`src/rtl/gpio3_pkg.sv`:
```
`timescale 1ns/1ps
package gpio3_pkg;
  localparam int unsigned BUS_AW = 2;

  typedef enum logic [BUS_AW-1:0] {
    SEL_PIN = 2'd0,
    SEL_LAT = 2'd1,
    SEL_DIR = 2'd2,
    SEL_ANA = 2'd3
  } reg_sel_e;

  // Both the pin address and the latch address load the output latch.
  function automatic logic loads_latch(input logic [BUS_AW-1:0] a);
    return (a == SEL_PIN) || (a == SEL_LAT);
  endfunction

  function automatic logic loads_dir(input logic [BUS_AW-1:0] a);
    return a == SEL_DIR;
  endfunction

  function automatic logic loads_ana(input logic [BUS_AW-1:0] a);
    return a == SEL_ANA;
  endfunction
endpackage

```
`src/rtl/gpio3_sync.sv`:
```
`timescale 1ns/1ps
module gpio3_sync #(
  parameter int unsigned W      = 3,
  parameter int unsigned STAGES = 2
) (
  input  logic         clk,
  input  logic         rst_n,
  input  logic [W-1:0] d,
  output logic [W-1:0] q
);
  logic [W-1:0] chain [STAGES];

  for (genvar s = 0; s < STAGES; s++) begin : g_stage
    if (s == 0) begin : g_first
      always_ff @(posedge clk or negedge rst_n) begin
        if (!rst_n) chain[s] <= '0;
        else        chain[s] <= d;
      end
    end else begin : g_next
      always_ff @(posedge clk or negedge rst_n) begin
        if (!rst_n) chain[s] <= '0;
        else        chain[s] <= chain[s-1];
      end
    end
  end

  assign q = chain[STAGES-1];
endmodule

```
`src/rtl/gpio3_regs.sv`:
```
`timescale 1ns/1ps
module gpio3_regs
  import gpio3_pkg::*;
#(
  parameter int unsigned PIN_W  = 3,
  parameter int unsigned DATA_W = 8
) (
  input  logic              clk,
  input  logic              rst_n,
  input  logic              we,
  input  logic [BUS_AW-1:0] addr,
  input  logic [DATA_W-1:0] wdata,
  output logic [PIN_W-1:0]  lat_q,
  output logic [PIN_W-1:0]  dir_q,
  output logic [PIN_W-1:0]  ana_q,
  output logic              lat_wr,
  output logic              dir_wr,
  output logic              ana_wr
);
  logic [PIN_W-1:0] wfield;

  assign wfield = wdata[PIN_W-1:0];
  assign lat_wr = we && loads_latch(addr);
  assign dir_wr = we && loads_dir(addr);
  assign ana_wr = we && loads_ana(addr);

  always_ff @(posedge clk or negedge rst_n) begin
    if (!rst_n) begin
      lat_q <= '0;
      dir_q <= '1;
      ana_q <= '1;
    end else begin
      if (lat_wr) lat_q <= wfield;
      if (dir_wr) dir_q <= wfield;
      if (ana_wr) ana_q <= wfield;
    end
  end
endmodule

```
`src/rtl/gpio3_rdmux.sv`:
```
`timescale 1ns/1ps
module gpio3_rdmux
  import gpio3_pkg::*;
#(
  parameter int unsigned PIN_W  = 3,
  parameter int unsigned DATA_W = 8
) (
  input  logic [BUS_AW-1:0] addr,
  input  logic [PIN_W-1:0]  pin_sync,
  input  logic [PIN_W-1:0]  lat_q,
  input  logic [PIN_W-1:0]  dir_q,
  input  logic [PIN_W-1:0]  ana_q,
  output logic [DATA_W-1:0] rdata
);
  logic [PIN_W-1:0] field;

  always_comb begin
    unique case (reg_sel_e'(addr))
      SEL_PIN: field = pin_sync & ~ana_q;
      SEL_LAT: field = lat_q;
      SEL_DIR: field = dir_q;
      SEL_ANA: field = ana_q;
      default: field = '0;
    endcase
    rdata              = '0;
    rdata[PIN_W-1:0]   = field;
  end
endmodule

```
`src/rtl/gpio3_port.sv`:
```
`timescale 1ns/1ps
module gpio3_port
  import gpio3_pkg::*;
#(
  parameter int unsigned PIN_W       = 3,
  parameter int unsigned DATA_W      = 8,
  parameter int unsigned SYNC_STAGES = 2
) (
  input  logic              clk,
  input  logic              rst_n,
  input  logic              bus_we,
  input  logic [BUS_AW-1:0] bus_addr,
  input  logic [DATA_W-1:0] bus_wdata,
  output logic [DATA_W-1:0] bus_rdata,
  input  logic [PIN_W-1:0]  pin_in,
  output logic [PIN_W-1:0]  pin_out,
  output logic [PIN_W-1:0]  pin_oe
);
  logic [PIN_W-1:0] lat_q;
  logic [PIN_W-1:0] dir_q;
  logic [PIN_W-1:0] ana_q;
  logic [PIN_W-1:0] pin_sync;
  logic             lat_wr;
  logic             dir_wr;
  logic             ana_wr;

  gpio3_sync #(.W(PIN_W), .STAGES(SYNC_STAGES)) u_sync (
    .clk(clk), .rst_n(rst_n), .d(pin_in), .q(pin_sync)
  );

  gpio3_regs #(.PIN_W(PIN_W), .DATA_W(DATA_W)) u_regs (
    .clk(clk), .rst_n(rst_n), .we(bus_we), .addr(bus_addr),
    .wdata(bus_wdata), .lat_q(lat_q), .dir_q(dir_q), .ana_q(ana_q),
    .lat_wr(lat_wr), .dir_wr(dir_wr), .ana_wr(ana_wr)
  );

  gpio3_rdmux #(.PIN_W(PIN_W), .DATA_W(DATA_W)) u_rdmux (
    .addr(bus_addr), .pin_sync(pin_sync), .lat_q(lat_q),
    .dir_q(dir_q), .ana_q(ana_q), .rdata(bus_rdata)
  );

  // Analog select never gates the driver: direction alone decides.
  assign pin_out = lat_q;
  assign pin_oe  = ~dir_q;
endmodule

```
`config.mk`:
```
export PLATFORM = sky130hd
export DESIGN_NAME = gpio3_port
export DESIGN_NICKNAME = d
export VERILOG_FILES = /design/src/rtl/gpio3_pkg.sv /design/src/rtl/gpio3_sync.sv /design/src/rtl/gpio3_regs.sv /design/src/rtl/gpio3_rdmux.sv /design/src/rtl/gpio3_port.sv
export SDC_FILE = /design/constraint.sdc
export NUM_CORES = 1
export LEC_CHECK = 0
export ABC_AREA = 1
export BUFFER_PORTS_ARGS = -buffer_cell sky130_fd_sc_hd__buf_4
export CORE_MARGIN = 2
export CORE_UTILIZATION = 42
export DETAILED_ROUTE_END_ITERATION = 10
export PLACE_DENSITY = 0.73
export SLEW_MARGIN = 5
export SYNTH_ARGS = -nofsm -noshare
export SYNTH_HDL_FRONTEND = slang
export SYNTH_HIERARCHICAL = 1
export SYNTH_SLANG_ARGS = --single-unit
```
`constraint.sdc`:
```
create_clock -name clk -period 0.8 [get_ports clk]
set_input_delay 0 -clock clk [delete_from_list [all_inputs] [get_ports clk]]
set_output_delay 0 -clock clk [all_outputs]
set_load 0.02 [all_outputs]
```
==> qor.txt <==
GPL Wtd Cong -> 0.7910
clock skew -> 0.0005536 ns
CP arrival -> 1.16 ns
DR vias -> 664
Tot GR Track Use -> 16.94%
Yosys warnings -> 6
Setup TNS -> -2.185 ns
Filler Cell Count -> 153
Chip Width -> 47.29 microns
drc violations -> 0
Mapped Cells -> 88
fin crit period -> 1.164 ns
Final Net Count -> 133
Max Clk Rate -> 859.2 MHz
Mapped Area -> 787.0 sq um
leakage power -> 0.0005390 uW
Tot Pwr -> 2015 uW
CTS tree -> built
CP Capture Type -> primary output
global route overflow -> 0
RSZ-0062 raised after global routing -> yes
Ports -> 30
met3 Use GR -> 2.308%
setup slack after layout -> -0.3639 ns
HPWL after DPL -> 1050 microns
R2R setup slack -> -0.06 ns
cell row count -> 15
most common cell after layout, fill and taps aside -> nand2_1
syn_area_per_cell -> 8.943 sq um
Core Box Area -> 1745 sq um
die height -> 47.29 microns
DRT Wirelength -> 1567 microns
most crowded layer after global routing -> met2
critical path type -> reg -> out
initial DRC count -> 26
worst endpoint required time -> 0.80 ns
multi-input gate area in the final layout -> 286.5 sq um
Peak VDD IR -> 883.5 uV
antenna fix cells -> 0
layout cells sized above 1 -> 44.83%
failing checks -> negative setup slack
FF/Latch Area -> 382.9 sq um
met2 Usage GRT -> 27.84%
Initial Util -> 45.09%
Final Hold Fails -> 0
Layout area overhead -> 37.36%
WL/cell -> 11.11 microns
Max-Cap Viols -> 0
grt met1 use -> 21.07%
clock sinks -> 15
antenna violations before repair -> 0
vias per inst -> 4.709
first-pass GRT wire length -> 2532 microns
Startpoint Class -> flip-flop
final antenna-violating net count -> 0
# setup viols final -> 12
most frequent cells in the layout -> nand2_1, buf_6, buf_4
status -> finished with violations
I/O Buffers -> 19
CTS Buf Count -> 3
largest net degree at the start of global routing -> 18
H-tree level count -> 1
Final Max Tran Viols -> 0
CTS Root Cell -> clkbuf_4
clock slew at reported path FFs -> 0.09 ns
full die area -> 2236 sq um
Max Root-Sink Buffers -> 2
Pwr per Cell Area -> 1864 nW/um^2
worst min path class -> in -> reg
Clock Latency Late Sink -> 0.28 ns
Critical Path Fanout Max -> 3
final period utilization -> 145.5%
vias in the first global route -> 615
DRT Pass-1 Iters -> 4
[sequential cells by signal (all words and copies together) (netlist names)]
signal        count
u_sync/q          3
u_regs/lat_q      3
u_regs/ana_q      3
u_sync/chain      3
u_regs/dir_q      3
[path summary, 6_finish.rpt]
kind,from,endpoint,cells past startpoint
max reg2reg,u_regs/dir_q[2],u_regs/dir_q[2],4
min in group asynchronous,rst_n,u_regs/lat_q[1],2
min reg2reg,u_sync/chain[3],u_sync/q[0],0
max,u_regs/ana_q[2],bus_rdata[2],4
min,bus_we,u_regs/dir_q[0],3
max in group asynchronous,rst_n,u_regs/ana_q[1],2
[critical path: stages (launching register included)]
cell	delay, ns
dfstp_2	0.56
nor2_2	0.04
nand2_1	0.05
nand4_1	0.07
buf_4	0.16
[stage by stage]
stage	instance area [sq um]	worst slack, ns	util (%)	instances	hold WS (ns)
global route	1081	-0.4448	61.94	141	0.01486
finish	1081	-0.3639	61.94	141	0.01846
CTS	1070	-0.3759	61.29	141	0.01061
floorplan	802.0	-0.001255	-	92	-0.2956
detailed placement	897.1	-0.05951	51.40	127	-0.1387
global placement	897.1	-0.05079	51.40	127	-0.1409
[per-layer routing]
metal,part of all wire (%),up-vias
li1,-,326
met1,40,310
met2,53,26
met3,5.9,2
met4,0.77,0
met5,0,-
[report_power, final]
part | internal [uW] | switching (uW) | total [uW]
combinational | 328 | 327 | 655
sequential | 877 | 64.0 | 941
clock | 185 | 233 | 419
total | 1390 | 624 | 2020
[area by class of cell]
| cell class | count | share of cell area [%] |
|---|---|---|
| clock buffers | 3 | 2.083 |
| clock inverters | 1 | 0.4630 |
| inverters | 11 | 4.282 |
| multi-input cells | 54 | 26.50 |
| flip-flops and latches | 15 | 35.42 |
| well taps | 25 | 2.894 |
| repair buffers | 32 | 28.36 |
[timing repair]
| item | 4_1_cts | 5_1_grt |
|---|---|---|
| pin swaps | 3 | 0 |
| gates resized for setup | 18 | 5 |
| hold buffers | 7 | 0 |
| buffers inserted | 3 | 1 |
| hold endpoints to repair | 27 | 0 |
| setup endpoints to repair | 9 | 12 |
Note: power is estimated with default switching activity, not from simulation.
